===== src/rtl/qdt_pkg.sv =====
package qdt_pkg;
  localparam int ADDR_W    = 16;
  localparam int DATA_W    = 32;
  localparam int SLOT_W    = 9;
  localparam int WORD_W    = 3;
  localparam int MAP_W     = SLOT_W + WORD_W;
  localparam int MAP_LSB   = 2;
  localparam int SLOT_LSB  = 5;
  localparam int SLOT_SPAN = (1 << SLOT_W) << SLOT_LSB;

  localparam logic [ADDR_W-1:0] MAP_BASE  = 16'h0200;
  localparam logic [ADDR_W-1:0] SLOT_BASE = 16'h4000;
  localparam logic [ADDR_W-1:0] EN_SET    = 16'h108C;
  localparam logic [ADDR_W-1:0] EN_CLR    = 16'h1088;
  localparam logic [ADDR_W-1:0] PEND_CLR  = 16'h1094;
  localparam logic [ADDR_W-1:0] MISS_CLR  = 16'h0314;
endpackage


===== src/rtl/qdt_map_regs.sv =====
module qdt_map_regs
  import qdt_pkg::*;
#(
  parameter int NCH = 8
) (
  input  logic                      clk,
  input  logic                      rst_n,
  input  logic                      wr_en,
  input  logic [ADDR_W-1:0]         wr_addr,
  input  logic [MAP_W-1:0]          wr_map,
  output logic [NCH-1:0][MAP_W-1:0] map_q,
  output logic [NCH-1:0]            hit
);
  logic [NCH-1:0][MAP_W-1:0] map_d;
  logic [NCH-1:0]            map_we;
  logic                      in_win;
  logic [MAP_W-1:0]          wr_loc;

  assign in_win = wr_en && (32'(wr_addr) >= 32'(SLOT_BASE))
                        && (32'(wr_addr) <  32'(SLOT_BASE) + SLOT_SPAN);
  assign wr_loc = wr_addr[SLOT_LSB+SLOT_W-1:MAP_LSB];

  for (genvar c = 0; c < NCH; c++) begin : g_ch
    assign map_we[c] = wr_en && (wr_addr == MAP_BASE + ADDR_W'(4 * c));
    assign map_d[c]  = map_we[c] ? wr_map : map_q[c];
    assign hit[c]    = in_win && (map_q[c] != '0) && (map_q[c] == wr_loc);

    always_ff @(posedge clk or negedge rst_n) begin
      if (!rst_n)         map_q[c] <= '0;
      else if (map_we[c]) map_q[c] <= map_d[c];
    end
  end
endmodule


===== src/rtl/qdt_evt_state.sv =====
module qdt_evt_state
  import qdt_pkg::*;
#(
  parameter int NCH = 8
) (
  input  logic                clk,
  input  logic                rst_n,
  input  logic                wr_en,
  input  logic [ADDR_W-1:0]   wr_addr,
  input  logic [NCH-1:0]      wr_bits,
  input  logic [NCH-1:0]      hit,
  input  logic [NCH-1:0]      acc,
  output logic [NCH-1:0]      en_q,
  output logic [NCH-1:0]      pend_q,
  output logic [NCH-1:0]      miss_q
);
  logic [NCH-1:0] en_d, pend_d, miss_d;
  logic [NCH-1:0] en_set, en_clr, pend_clr, miss_clr, trig;

  assign en_set   = (wr_en && wr_addr == EN_SET)   ? wr_bits : '0;
  assign en_clr   = (wr_en && wr_addr == EN_CLR)   ? wr_bits : '0;
  assign pend_clr = (wr_en && wr_addr == PEND_CLR) ? wr_bits : '0;
  assign miss_clr = (wr_en && wr_addr == MISS_CLR) ? wr_bits : '0;
  assign trig     = hit & en_q;

  always_comb begin
    en_d   = (en_q | en_set) & ~en_clr;
    pend_d = (pend_q & ~acc & ~pend_clr) | trig;
    miss_d = (miss_q & ~miss_clr) | (trig & pend_q & ~acc);
  end

  always_ff @(posedge clk or negedge rst_n) begin
    if (!rst_n) begin
      en_q   <= '0;
      pend_q <= '0;
      miss_q <= '0;
    end else begin
      en_q   <= en_d;
      pend_q <= pend_d;
      miss_q <= miss_d;
    end
  end
endmodule


===== src/rtl/qdt_prio.sv =====
module qdt_prio #(
  parameter int NCH  = 8,
  localparam int CH_W = $clog2(NCH)
) (
  input  logic [NCH-1:0]  pend,
  output logic            valid,
  output logic [CH_W-1:0] idx
);
  always_comb begin
    valid = 1'b0;
    idx   = '0;
    for (int i = NCH - 1; i >= 0; i--) begin
      if (pend[i]) begin
        valid = 1'b1;
        idx   = CH_W'(i);
      end
    end
  end
endmodule


===== src/rtl/qdt_trigger_unit.sv =====
module qdt_trigger_unit
  import qdt_pkg::*;
#(
  parameter int NCH  = 8,
  localparam int CH_W = $clog2(NCH)
) (
  input  logic              clk,
  input  logic              rst_n,
  input  logic              wr_en,
  input  logic [ADDR_W-1:0] wr_addr,
  input  logic [DATA_W-1:0] wr_data,
  input  logic [ADDR_W-1:0] rd_addr,
  output logic [DATA_W-1:0] rd_data,
  output logic              req_valid,
  output logic [CH_W-1:0]   req_chan,
  output logic [SLOT_W-1:0] req_slot,
  input  logic              req_ready
);
  logic [NCH-1:0][MAP_W-1:0] map_q;
  logic [NCH-1:0]            hit, acc, en_q, pend_q, miss_q;
  logic                      unused_hi;

  assign unused_hi = ^wr_data[DATA_W-1:SLOT_LSB+SLOT_W];

  qdt_map_regs #(.NCH(NCH)) map_i (
    .clk(clk), .rst_n(rst_n), .wr_en(wr_en), .wr_addr(wr_addr),
    .wr_map(wr_data[SLOT_LSB+SLOT_W-1:MAP_LSB]), .map_q(map_q), .hit(hit)
  );

  qdt_evt_state #(.NCH(NCH)) evt_i (
    .clk(clk), .rst_n(rst_n), .wr_en(wr_en), .wr_addr(wr_addr),
    .wr_bits(wr_data[NCH-1:0]), .hit(hit), .acc(acc),
    .en_q(en_q), .pend_q(pend_q), .miss_q(miss_q)
  );

  qdt_prio #(.NCH(NCH)) prio_i (
    .pend(pend_q), .valid(req_valid), .idx(req_chan)
  );

  always_comb begin
    acc = '0;
    if (req_valid && req_ready) acc[req_chan] = 1'b1;
  end

  assign req_slot = map_q[req_chan][MAP_W-1:WORD_W];

  always_comb begin
    rd_data = '0;
    if (rd_addr == EN_SET)        rd_data[NCH-1:0] = en_q;
    else if (rd_addr == PEND_CLR) rd_data[NCH-1:0] = pend_q;
    else if (rd_addr == MISS_CLR) rd_data[NCH-1:0] = miss_q;
    else begin
      for (int c = 0; c < NCH; c++) begin
        if (rd_addr == MAP_BASE + ADDR_W'(4 * c))
          rd_data[SLOT_LSB+SLOT_W-1:MAP_LSB] = map_q[c];
      end
    end
  end
endmodule


===== config.mk =====
export PLATFORM = sky130hd
export DESIGN_NAME = qdt_trigger_unit
export DESIGN_NICKNAME = d
export VERILOG_FILES = /design/src/rtl/qdt_pkg.sv /design/src/rtl/qdt_map_regs.sv /design/src/rtl/qdt_evt_state.sv /design/src/rtl/qdt_prio.sv /design/src/rtl/qdt_trigger_unit.sv
export SDC_FILE = /design/constraint.sdc
export NUM_CORES = 1
export LEC_CHECK = 0
export BUFFER_PORTS_ARGS = -buffer_cell sky130_fd_sc_hd__buf_2
export CAP_MARGIN = 10
export CORE_ASPECT_RATIO = 0.7
export CORE_UTILIZATION = 32
export CTS_CLUSTER_DIAMETER = 100
export DETAILED_ROUTE_END_ITERATION = 7
export PLACE_DENSITY_LB_ADDON = 0.08
export SKIP_LAST_GASP = 1
export SLEW_MARGIN = 20
export SYNTH_ARGS = -nofsm -noshare
export SYNTH_HDL_FRONTEND = slang
export SYNTH_HIERARCHICAL = 1
export SYNTH_SLANG_ARGS = --single-unit

===== constraint.sdc =====
create_clock -name clk -period 3.05 [get_ports clk]
set_clock_uncertainty 0.15 [all_clocks]
set_input_delay 0.4575 -clock clk [delete_from_list [all_inputs] [get_ports clk]]
set_output_delay 0.4575 -clock clk [all_outputs]
set_load 0.05 [all_outputs]

==> results of run 1 <==
## cells by family (layout without fill, tap and decap cells)
logic type / after synthesis / in the layout / share of synthesized area
simple gates: 239 / 239 / 0.174
mux: 147 / 147 / 0.227
flops: 120 / 120 / 0.358
compound gates: 112 / 112 / 0.0889
xor+xnor: 96 / 96 / 0.100
buf+inv: 73 / 206 / 0.0513
other cells: 1 / 19 / 0.000447
## flip-flops by register name (all words and copies together) (netlist names)
name / flops
evt_i/en_q: 8
evt_i/miss_q: 8
evt_i/pend_q: 8
map_i/map_q: 96
## per-stage QoR
step | util | area [sq um] | power, W | std cells | TNS (ps)
detailed placement | 0.370 | 9510 | 0.00200 | 1213 | -45.3
CTS | 0.408 | 10500 | 0.00405 | 1261 | -1880
finish | 0.416 | 10700 | 0.00403 | 1270 | -1330
floorplan | - | 8570 | 0.00184 | 805 | -243
global route | 0.416 | 10700 | 0.00415 | 1269 | -2230
global placement | 0.370 | 9510 | 0.00200 | 1213 | -7.68
## layout by cell type, fill, tap and decap left out, types with 31 or more instances in the layout
cell type and n:
mux2_2 89, dfrtp_1 115, nand2_1 31, nor4_1 42, xnor2_1 32, nand3_1 31
buf_4 75, nor2_1 35, buf_2 62, xor2_1 64, o21ai_0 38
## report_power, final
part	internal (W)	total, W	leakage, nW	switching, W
logic	0.000117	0.000401	2.80	0.000285
registers	0.00159	0.00159	1.67	0.000000923
clock network	0.00129	0.00203	0.280	0.000736
total	0.00300	0.00403	4.75	0.00102
## timing repair
item                       in CTS  in global routing
hold buffers                    1                  0
cloned                          4                  1
setup buffers                  12                 10
pin swaps                       6                 17
gates resized for setup        41                 37
hold endpoints to repair       44                  0
setup endpoints to repair      11                 17
## metal layers
metal / up-vias / wire length (um)
met4: 0 / 829
met2: 306 / 14900
met1: 3808 / 16200
met3: 60 / 2680
li1: 3183 / -
met5: - / 0
## final cells by class
type                    instances  area, sq um
diodes                          1         2.50
clock buffers                  22          454
clock inverters                 9          125
fillers                      2518        15000
inverters                       9         33.8
multi-input cells             612         5260
flip-flops and latches        120         3010
well taps                     331          414
repair buffers                166         1380
## how the worst min path moves through the flow
stage	start	end	slack, ps	cells past startpoint
floorplan	rst_n	evt_i/en_q[0]	10	0
global placement	evt_i/miss_q[1]	evt_i/miss_q[1]	350	2
detailed placement	evt_i/miss_q[2]	evt_i/miss_q[2]	350	2
CTS	wr_data[0]	evt_i/en_q[0]	220	3
global route	wr_data[0]	evt_i/en_q[0]	220	3
finish	wr_data[0]	evt_i/en_q[0]	230	3
## worst register-to-register path: cells and delay by family, from the launching register on
family | cells | cell delay, ps
AO/OA/AOI/OAI | 1 | 90
flip-flops | 1 | 430
buffers and inverters | 6 | 830
AND/OR/NAND/NOR | 5 | 960
==> impl_metrics.prom, run 1 <==
# TYPE chip_impl_metric gauge
chip_impl_metric{name="route.detailed.vias_per_inst",unit=""} 5.79
chip_impl_metric{name="horizontal_extent_of_the_die",unit="um"} 195
chip_impl_info{name="status",value="finished with violations"} 1
chip_impl_metric{name="max_cap_violations",unit=""} 0
chip_impl_metric{name="portBuffers",unit=""} 76
chip_impl_metric{name="slew_headroom",unit=""} 0.500
chip_impl_metric{name="wl",unit="um"} 34600
chip_impl_metric{name="detailed_place_hpwl",unit="um"} 25300
chip_impl_metric{name="clkLatencyLatePin",unit="ps"} 430
chip_impl_metric{name="setup_ws",unit="ps"} -217
chip_impl_metric{name="via_count",unit=""} 7357
chip_impl_metric{name="overflow",unit=""} 0
chip_impl_metric{name="fp.coreArea",unit="sq um"} 25700
chip_impl_info{name="failed_checks",value="negative setup slack"} 1
chip_impl_metric{name="max_clock_freq",unit="MHz"} 306
chip_impl_metric{name="boundaryPins",unit=""} 113
chip_impl_metric{name="timing.critical_path.slowest_cell_delay",unit="ps"} 430
chip_impl_metric{name="die-area",unit="sq um"} 26900
chip_impl_metric{name="floorplan.rows",unit=""} 49
chip_impl_metric{name="reg2reg_setup_slack",unit="ps"} 460
chip_impl_info{name="tritoncts",value="built"} 1
chip_impl_info{name="worstReg2RegStart",value="evt_i/pend_q[5]"} 1
chip_impl_metric{name="met1_usage",unit=""} 0.377
chip_impl_info{name="rsz0062_at_grt",value="yes"} 1
chip_impl_info{name="setup.worst_path.class",value="flip-flop to output pin"} 1
chip_impl_info{name="post_synthesis_cell_type_with_the_largest_combined_area",value="dfrtp_1"} 1
chip_impl_metric{name="leakagePower",unit="nW"} 4.75
chip_impl_metric{name="timing.final.max_slew_violations",unit=""} 0
chip_impl_metric{name="grtUsageTotal",unit=""} 0.260
chip_impl_metric{name="drtAntennaViolNets",unit=""} 0
chip_impl_info{name="path_delay_family",value="buffers and inverters"} 1
chip_impl_metric{name="synth-seq-cells",unit=""} 120
chip_impl_metric{name="number_of_antenna_violations_at_the_first_check_in_global_routing",unit=""} 2
chip_impl_metric{name="gr-usage-met3",unit=""} 0.0573
chip_impl_metric{name="min_period",unit="ps"} 3270
chip_impl_metric{name="finalHoldViolCount",unit=""} 0
chip_impl_metric{name="count_of_flip_flops_with_a_built_in_enable_after_synthesis",unit=""} 0
chip_impl_metric{name="tightestPinTransition",unit="ps"} 750
chip_impl_info{name="critical_path.cell_chain",value="buf_4, nor4_1, buf_4, nor2b_4, buf_4, nor2b_4, a22o_1, a221o_2, buf_6"} 1
chip_impl_info{name="crit_path_frequent_cell",value="buf_4"} 1
chip_impl_info{name="timing.critical_path.slowest_stage_cell",value="dfrtp_2"} 1
chip_impl_metric{name="route.detailed.wl_per_inst",unit="um"} 27.2
chip_impl_metric{name="globalplace.congestion",unit=""} 0.940
chip_impl_metric{name="floorplan.initialDensity",unit=""} 0.326
chip_impl_metric{name="r2r.worst_path.cells",unit=""} 12
chip_impl_info{name="endpoint",value="req_slot[2]"} 1
chip_impl_info{name="synth_common_cells",value="dfrtp_1 (120), mux2_2 (94), xor2_1 (64), o21ai_0 (46), nor4_1 (43)"} 1
chip_impl_metric{name="critical_path_depth",unit=""} 9
chip_impl_metric{name="grtUsageMet2",unit=""} 0.379
chip_impl_metric{name="drive_gt1_frac",unit=""} 0.414
chip_impl_metric{name="fin_worst_hold_slack",unit="ps"} 231
chip_impl_metric{name="synthDominantCellAreaShare",unit=""} 0.358
chip_impl_metric{name="cp.arrival",unit="ps"} 2660
chip_impl_info{name="critical_path_source",value="evt_i/pend_q[5]"} 1
chip_impl_info{name="synth_flop_cell",value="dfrtp_1"} 1
chip_impl_metric{name="synthDistinctLibCells",unit=""} 63
chip_impl_metric{name="clk_pin_slew",unit="ps"} 50
chip_impl_metric{name="layout-area-overhead-vs-synth",unit="%"} 27.3
chip_impl_info{name="gr-max-usage-layer",value="met2"} 1
chip_impl_metric{name="asyncSetResetFlopFracSynth",unit=""} 1.00
chip_impl_metric{name="yosysWarnings",unit=""} 6
chip_impl_metric{name="synth.avg_cell_area",unit="sq um"} 10.6
chip_impl_metric{name="dp_worst_setup_slack",unit="ps"} -34.2
chip_impl_info{name="endpoint_kind",value="output pin"} 1
chip_impl_metric{name="synth_sequential_area_ratio",unit=""} 0.358
chip_impl_metric{name="grt_pass1_vias",unit=""} 7255
chip_impl_metric{name="cts_sinks",unit=""} 120
chip_impl_metric{name="cts-root-to-sink-buffers",unit=""} 2
chip_impl_metric{name="grt_pass1_wl",unit="um"} 49300
chip_impl_metric{name="netlist_area",unit="sq um"} 8380
chip_impl_info{name="r2r_end",value="evt_i/pend_q[0]"} 1
chip_impl_info{name="worstSetupStartpointType",value="flip-flop"} 1
chip_impl_metric{name="power.density_cell_area",unit="nW/um^2"} 377
chip_impl_metric{name="critPathRequiredTime",unit="ps"} 2440
chip_impl_info{name="area_contributors_post_synth",value="dfrtp_1 (36%), mux2_2 (13%), xor2_1 (6.7%), mux4_2 (4.8%), xnor2_1 (3.3%)"} 1
chip_impl_metric{name="detail_route.first_pass.iterations",unit=""} 5
chip_impl_metric{name="cp_num_buf_inv",unit=""} 4
chip_impl_metric{name="syn-instance-count",unit=""} 788
chip_impl_metric{name="first_iter_violations",unit=""} 637
chip_impl_metric{name="highest_net_fanout_along_the_worst_path",unit=""} 5
chip_impl_metric{name="post-route-period-util",unit=""} 1.07
chip_impl_metric{name="setup-violations-final",unit=""} 9
chip_impl_info{name="ctsRootBufferMaster",value="clkbuf_16"} 1
chip_impl_info{name="post-synth-top-count-cell",value="dfrtp_1"} 1
chip_impl_metric{name="fin_nets",unit=""} 994
chip_impl_metric{name="max-vdd-ir-drop",unit="mV"} 0.351
chip_impl_info{name="hp-class",value="input port to flip-flop"} 1
chip_impl_metric{name="cts-htree-levels",unit=""} 4
chip_impl_metric{name="cts_made_buffers",unit=""} 17
chip_impl_metric{name="pin_count_of_the_biggest_net_entering_global_routing",unit=""} 47
chip_impl_metric{name="die-height",unit="um"} 137
chip_impl_metric{name="detail_route.drc_violations",unit=""} 0
(Power assumes the default switching activity.)
==> run 2: changes to the inputs <==
--- a/config.mk
+++ b/config.mk
@@ -5,15 +5,15 @@
 export SDC_FILE = /design/constraint.sdc
 export NUM_CORES = 1
 export LEC_CHECK = 0
-export BUFFER_PORTS_ARGS = -buffer_cell sky130_fd_sc_hd__buf_2
 export CAP_MARGIN = 10
 export CORE_ASPECT_RATIO = 0.7
-export CORE_UTILIZATION = 32
+export CORE_UTILIZATION = 55
 export CTS_CLUSTER_DIAMETER = 100
 export DETAILED_ROUTE_END_ITERATION = 7
+export DONT_BUFFER_PORTS = 1
 export PLACE_DENSITY_LB_ADDON = 0.08
 export SKIP_LAST_GASP = 1
-export SLEW_MARGIN = 20
+export SLEW_MARGIN = 10
 export SYNTH_ARGS = -nofsm -noshare
 export SYNTH_HDL_FRONTEND = slang
 export SYNTH_HIERARCHICAL = 1
==> run 2 against run 1 <==
Compared with the run above: the flow finishes with violations (negative hold slack, negative setup slack); sequential power about the same; total power down 2.5%; via count shrank 2.5%; hold slack lost 660 ps; largest power group unchanged; sequential share of layout area up 2.3 points; die area is 41% lower; global-route usage increased by 13 points; utilization up 25 points; critical path type unchanged; worst setup slack got worse by 32 ps; wire length down 14%; fmax fell by 0.96%; non-clock buffer count down 99; largest cell class unchanged.
==> impl_metrics.prom, run 2 (synthesized netlist as in run 1, its figures left out) <==
# TYPE chip_impl_metric gauge
chip_impl_metric{name="critPathRequiredTime",unit="ps"} 2440
chip_impl_metric{name="setup_ws",unit="ps"} -248
chip_impl_metric{name="cts_made_buffers",unit=""} 17
chip_impl_metric{name="globalplace.congestion",unit=""} 1.03
chip_impl_metric{name="grtUsageMet2",unit=""} 0.553
chip_impl_metric{name="fill_cells",unit=""} 1093
chip_impl_metric{name="gr-usage-met3",unit=""} 0.102
chip_impl_metric{name="finalHoldViolCount",unit=""} 120
chip_impl_metric{name="post-route-period-util",unit=""} 1.08
chip_impl_metric{name="overflow",unit=""} 0
chip_impl_metric{name="boundaryPins",unit=""} 113
chip_impl_metric{name="cp.arrival",unit="ps"} 2690
chip_impl_metric{name="detail_route.first_pass.iterations",unit=""} 8
chip_impl_metric{name="drive_gt1_frac",unit=""} 0.337
chip_impl_metric{name="floorplan.initialDensity",unit=""} 0.568
chip_impl_metric{name="horizontal_extent_of_the_die",unit="um"} 150
chip_impl_metric{name="route.detailed.vias_per_inst",unit=""} 6.94
chip_impl_metric{name="slew_headroom",unit=""} 0.545
chip_impl_metric{name="grt_pass1_wl",unit="um"} 44200
chip_impl_metric{name="power.density_cell_area",unit="nW/um^2"} 399
chip_impl_metric{name="min_period",unit="ps"} 3300
chip_impl_metric{name="tightestPinTransition",unit="ps"} 682
chip_impl_metric{name="leakagePower",unit="nW"} 4.30
chip_impl_metric{name="fin_worst_hold_slack",unit="ps"} -429
chip_impl_info{name="gr-max-usage-layer",value="met1"} 1
chip_impl_metric{name="postLayoutCellArea",unit="sq um"} 9850
chip_impl_metric{name="clockPowerShare",unit=""} 0.553
chip_impl_metric{name="cts-root-to-sink-buffers",unit=""} 2
chip_impl_metric{name="power.switching_fraction",unit=""} 0.229
chip_impl_metric{name="dp_worst_setup_slack",unit="ps"} 155
chip_impl_metric{name="die-area",unit="sq um"} 15700
chip_impl_metric{name="wl",unit="um"} 29700
chip_impl_metric{name="detailed_place_hpwl",unit="um"} 20700
chip_impl_metric{name="cts_sinks",unit=""} 120
chip_impl_metric{name="antenna-diode-count",unit=""} 0
chip_impl_metric{name="route.detailed.wl_per_inst",unit="um"} 28.8
chip_impl_metric{name="grt_pass1_vias",unit=""} 7032
chip_impl_metric{name="drtAntennaViolNets",unit=""} 0
chip_impl_info{name="setup.worst_path.class",value="flip-flop to output pin"} 1
chip_impl_metric{name="power.share.combinational",unit=""} 0.041
chip_impl_metric{name="via_count",unit=""} 7176
chip_impl_info{name="endpoint_kind",value="output pin"} 1
chip_impl_info{name="most-common-layout-cells",value="dfrtp_1 (116), mux2_2 (91), xor2_1 (64), buf_4 (45), nor4_1 (42)"} 1
chip_impl_info{name="layout.cells.most_common",value="dfrtp_1"} 1
chip_impl_metric{name="detail_route.drc_violations",unit=""} 0
chip_impl_info{name="ctsRootBufferMaster",value="clkbuf_16"} 1
chip_impl_metric{name="floorplan.rows",unit=""} 37
chip_impl_metric{name="max-vdd-ir-drop",unit="mV"} 0.303
chip_impl_metric{name="clk_pin_slew",unit="ps"} 60
chip_impl_metric{name="power.sequential.fraction",unit=""} 0.406
chip_impl_metric{name="dpl-instance-area",unit="sq um"} 8850
chip_impl_metric{name="met1_usage",unit=""} 0.566
chip_impl_info{name="tritoncts",value="built"} 1
chip_impl_metric{name="largest_register_ffs",unit=""} 96
chip_impl_metric{name="first_iter_violations",unit=""} 962
chip_impl_metric{name="totalPowerFinal",unit="W"} 0.00393
chip_impl_metric{name="reg2reg_setup_slack",unit="ps"} 410
chip_impl_metric{name="fin_nets",unit=""} 895
chip_impl_metric{name="number_of_antenna_violations_at_the_first_check_in_global_routing",unit=""} 0
chip_impl_metric{name="setup-violations-final",unit=""} 9
chip_impl_metric{name="cellInternalPower",unit="W"} 0.00303
chip_impl_metric{name="pin_count_of_the_biggest_net_entering_global_routing",unit=""} 121
chip_impl_metric{name="die-height",unit="um"} 105
chip_impl_metric{name="setup_tns",unit="ps"} -1420
chip_impl_metric{name="grtUsageTotal",unit=""} 0.392
chip_impl_info{name="rsz0062_at_grt",value="yes"} 1
chip_impl_info{name="status",value="finished with violations"} 1
chip_impl_info{name="failed_checks",value="negative hold slack, negative setup slack"} 1
chip_impl_metric{name="net-switching-power",unit="W"} 0.000898
chip_impl_info{name="largest-register",value="map_i/map_q"} 1
chip_impl_metric{name="max_clock_freq",unit="MHz"} 303
chip_impl_metric{name="highest_net_fanout_along_the_worst_path",unit=""} 5
chip_impl_metric{name="portBuffers",unit=""} 0
chip_impl_metric{name="timing.final.max_slew_violations",unit=""} 0
chip_impl_metric{name="fp.coreArea",unit="sq um"} 14800
chip_impl_info{name="hp-class",value="input port to asynchronous set/reset pin"} 1
chip_impl_metric{name="clkLatencyLatePin",unit="ps"} 430
chip_impl_metric{name="cts-htree-levels",unit=""} 4
chip_impl_metric{name="max_cap_violations",unit=""} 0
chip_impl_metric{name="layout-area-overhead-vs-synth",unit="%"} 17.5
chip_impl_info{name="worstSetupStartpointType",value="flip-flop"} 1
run 2: cell types whose count changed in the layout (fill, tap and decap cells not counted), sizes merged:
cell         previous run  this run
bufbuf                  3         2
clkbuf                 23        17
buf                   161        65
bufinv                  3         4
inv                     9        12
clkinvlp                2         4
clkinv                  4         3
diode                   1         0
dlygate4sd3             1         0
run 2: final cells by class:
type,count,area (sq um),area share
clock buffers,17,425,0.0432
well taps,195,244,0.0248
repair buffers,67,742,0.0753
flip-flops and latches,120,3010,0.305
multi-input cells,612,5200,0.528
inverters,9,33.8,0.00343
clock inverters,14,199,0.0202
run 2: path summary, 6_finish.rpt:
path	endpoint	startpoint	cells after the start
worst max-delay path	req_slot[2]	evt_i/pend_q[4]	10
worst min-delay path	map_i/map_q[64]	rst_n	0
worst max register to register	evt_i/pend_q[6]	evt_i/pend_q[4]	9
worst min register to register	evt_i/miss_q[5]	evt_i/miss_q[5]	2
max in group asynchronous	map_i/map_q[39]	rst_n	0
min in group clk	map_i/map_q[56]	wr_data[10]	1
run 2: critical path, stage by stage, from the launching register on:
cell and delay [ps]:
dfrtp_1 430, nor2_2 130, o21ai_2 100, a211oi_4 330
buf_12 180, mux2i_1 210, nor2_1 60, a31oi_1 220
a21oi_1 130, a221o_2 340, buf_12 160
run 2: through the flow:
step | utilization | instances
after floorplan | - | 805
after global placement | 0.599 | 978
after detailed placement | 0.599 | 978
after CTS | 0.662 | 1028
after global routing | 0.667 | 1034
final | 0.667 | 1034
run 2: power by group through the flow:
stage                     registers [W]  logic (W)  clock network, W
after floorplan                 0.00162   0.000214                 0
after global placement          0.00162   0.000157                 0
after detailed placement        0.00162   0.000160                 0
after CTS                       0.00159   0.000162           0.00219
after global routing            0.00159   0.000173           0.00227
final                           0.00159   0.000163           0.00217
run 2: per-layer routing:
layer | wire [um] | up-vias
li1 | - | 2975
met1 | 12300 | 3580
met2 | 12700 | 531
met3 | 3700 | 90
met4 | 1060 | 0
met5 | 0 | -
run 2: repair_timing:
action / in CTS / in global routing
pin swaps: 5 / 5
setup endpoints to repair: 10 / 9
gates cloned: 3 / 0
endpoints found under the hold margin: 120 / 120
gates resized for setup: 23 / 14
buffers inserted: 16 / 8
==> run 3: changes to the inputs <==
--- a/config.mk
+++ b/config.mk
@@ -12,6 +12,7 @@
 export DETAILED_ROUTE_END_ITERATION = 7
 export DONT_BUFFER_PORTS = 1
 export PLACE_DENSITY_LB_ADDON = 0.08
+export RECOVER_POWER = 100
 export SKIP_LAST_GASP = 1
 export SLEW_MARGIN = 10
 export SYNTH_ARGS = -nofsm -noshare
==> constraint.sdc (replaced) <==
create_clock -name clk -period 3.9 [get_ports clk]
set_clock_uncertainty 0.15 [all_clocks]
set_input_delay 1.17 -clock clk [delete_from_list [all_inputs] [get_ports clk]]
set_output_delay 1.17 -clock clk [all_outputs]
set_load 0.05 [all_outputs]
==> run 3 against run 2 <==
Compared with the run above: the flow finishes with violations (negative setup slack); largest cell class unchanged; critical path depth decreased by 3; worst setup slack improved by 4.2 ps; sequential power shrank 21%; register-to-register slack improved by 670 ps.
==> impl_metrics.prom, run 3 (synthesized netlist as in run 1, its figures left out) <==
# TYPE chip_impl_metric gauge
chip_impl_info{name="status",value="finished with violations"} 1
chip_impl_info{name="failed_checks",value="negative setup slack"} 1
chip_impl_info{name="layout.cells.most_common",value="dfrtp_1"} 1
chip_impl_metric{name="route.detailed.vias_per_inst",unit=""} 6.92
chip_impl_metric{name="wl",unit="um"} 31300
chip_impl_metric{name="first_iter_violations",unit=""} 892
chip_impl_metric{name="power.density_cell_area",unit="nW/um^2"} 281
chip_impl_metric{name="cts_sinks",unit=""} 120
chip_impl_metric{name="detail_route.first_pass.iterations",unit=""} 5
chip_impl_metric{name="cp.arrival",unit="ps"} 2820
chip_impl_metric{name="setup_tns",unit="ps"} -3130
chip_impl_metric{name="grtUsageTotal",unit=""} 0.413
chip_impl_metric{name="route.detailed.wl_per_inst",unit="um"} 29.4
chip_impl_metric{name="clk_pin_slew",unit="ps"} 60
chip_impl_metric{name="reg2reg_setup_slack",unit="ps"} 1080
chip_impl_info{name="ctsRootBufferMaster",value="clkbuf_16"} 1
chip_impl_metric{name="highest_net_fanout_along_the_worst_path",unit=""} 6
chip_impl_metric{name="max-vdd-ir-drop",unit="mV"} 0.355
chip_impl_metric{name="floorplan.initialDensity",unit=""} 0.568
chip_impl_metric{name="grt_pass1_wl",unit="um"} 46500
chip_impl_metric{name="clkLatencyLatePin",unit="ps"} 430
chip_impl_info{name="r2r_end",value="evt_i/miss_q[4]"} 1
chip_impl_metric{name="cts_made_buffers",unit=""} 17
chip_impl_info{name="endpoint_kind",value="output pin"} 1
chip_impl_info{name="worstSetupStartpointType",value="input port"} 1
chip_impl_metric{name="detailed_place_hpwl",unit="um"} 21000
chip_impl_metric{name="globalplace.congestion",unit=""} 1.01
chip_impl_metric{name="fin_nets",unit=""} 924
chip_impl_metric{name="post-route-period-util",unit=""} 1.06
chip_impl_info{name="critical_path_source",value="rd_addr[15]"} 1
chip_impl_metric{name="drtAntennaViolNets",unit=""} 0
chip_impl_metric{name="slew_headroom",unit=""} 0.258
chip_impl_metric{name="via_count",unit=""} 7368
chip_impl_metric{name="die-height",unit="um"} 105
chip_impl_info{name="worstReg2RegStart",value="evt_i/pend_q[0]"} 1
chip_impl_info{name="most-common-layout-cells",value="dfrtp_1 (113), mux2_2 (91), xor2_1 (64), buf_4 (50), nor4_1 (44)"} 1
chip_impl_metric{name="grt_pass1_vias",unit=""} 7411
chip_impl_metric{name="largest_register_ffs",unit=""} 96
chip_impl_metric{name="number_of_antenna_violations_at_the_first_check_in_global_routing",unit=""} 1
chip_impl_metric{name="horizontal_extent_of_the_die",unit="um"} 150
chip_impl_metric{name="setup-violations-final",unit=""} 23
chip_impl_metric{name="boundaryPins",unit=""} 113
chip_impl_metric{name="tightestPinTransition",unit="ps"} 1110
chip_impl_metric{name="ctsHoldBuffers",unit=""} 0
chip_impl_metric{name="max_clock_freq",unit="MHz"} 241
chip_impl_metric{name="postLayoutCellArea",unit="sq um"} 10300
chip_impl_metric{name="pin_count_of_the_biggest_net_entering_global_routing",unit=""} 121
chip_impl_metric{name="fill_cells",unit=""} 1072
chip_impl_metric{name="antenna-diode-count",unit=""} 0
chip_impl_info{name="hp-class",value="input port to asynchronous set/reset pin"} 1
chip_impl_metric{name="setup_ws",unit="ps"} -244
chip_impl_metric{name="floorplan.rows",unit=""} 37
chip_impl_metric{name="finalHoldViolCount",unit=""} 0
chip_impl_metric{name="layout-area-overhead-vs-synth",unit="%"} 23.0
chip_impl_metric{name="dpl-instance-area",unit="sq um"} 9190
chip_impl_metric{name="cts-root-to-sink-buffers",unit=""} 2
chip_impl_metric{name="drive_gt1_frac",unit=""} 0.379
chip_impl_info{name="rsz0062_at_grt",value="yes"} 1
chip_impl_info{name="tritoncts",value="built"} 1
chip_impl_metric{name="r2r.worst_path.cells",unit=""} 8
chip_impl_metric{name="min_period",unit="ps"} 4140
chip_impl_info{name="setup.worst_path.class",value="input port to output pin"} 1
chip_impl_metric{name="timing.final.max_slew_violations",unit=""} 0
chip_impl_metric{name="die-area",unit="sq um"} 15700
chip_impl_metric{name="utilization",unit=""} 0.698
chip_impl_metric{name="fp.coreArea",unit="sq um"} 14800
chip_impl_metric{name="overflow",unit=""} 0
chip_impl_metric{name="cts-htree-levels",unit=""} 4
chip_impl_metric{name="detail_route.drc_violations",unit=""} 0
chip_impl_metric{name="critPathRequiredTime",unit="ps"} 2580
chip_impl_metric{name="portBuffers",unit=""} 0
chip_impl_metric{name="max_cap_violations",unit=""} 0
chip_impl_info{name="largest-register",value="map_i/map_q"} 1
chip_impl_metric{name="leakagePower",unit="nW"} 4.45
## run 3: stage by stage
stage | total power (W) | setup slack (ps) | hold slack (ps) | instances
finish | 0.00290 | -244 | 282 | 1064
global route | 0.00298 | -296 | 270 | 1064
CTS | 0.00291 | -257 | 270 | 1052
detailed placement | 0.00140 | -429 | 368 | 1000
global placement | 0.00140 | -436 | 344 | 1000
floorplan | 0.00144 | -252 | 321 | 805
## run 3: worst max-delay path, cell delays in order
cell	delay (ps)
or4_4	530
nor4_4	340
and2_4	220
buf_12	130
nand2_2	70
a32oi_4	190
buf_12	170
## run 3: cell type report
| class | instances | area, sq um | area share |
|---|---|---|---|
| clock buffer | 18 | 429 | 0.0416 |
| clock inverter | 14 | 138 | 0.0133 |
| inverter | 9 | 33.8 | 0.00328 |
| multi-input combinational | 612 | 5430 | 0.526 |
| sequential | 120 | 3010 | 0.292 |
| tap | 195 | 244 | 0.0237 |
| timing repair buffer | 96 | 1030 | 0.100 |
## run 3: power breakdown
part           total (W)  leakage [nW]  switching, W  internal, W
combinational   0.000135          2.51     0.0000780    0.0000568
clock            0.00152         0.273      0.000627     0.000890
sequential       0.00125          1.67   0.000000793      0.00125
## run 3: how the worst max path moves through the flow
stage | slack [ps] | end | cells after the start
floorplan | -250 | rd_data[3] | 6
global placement | -440 | rd_data[4] | 8
detailed placement | -430 | rd_data[4] | 8
CTS | -260 | rd_data[4] | 7
global route | -300 | rd_data[4] | 7
finish | -240 | rd_data[4] | 7
## run 3: repair_timing
item / CTS / global route
pin swaps: 25 / 18
gates cloned: 4 / 0
resized for setup: 57 / 36
endpoints found under the hold margin: 0 / 0
setup endpoints to repair: 23 / 23
setup buffers: 19 / 14
## run 3: routing by layer
metal	global-route usage	share of wire
met1	0.589	0.40
met2	0.568	0.42
met3	0.140	0.14
met4	0.168	0.038
met5	0	0
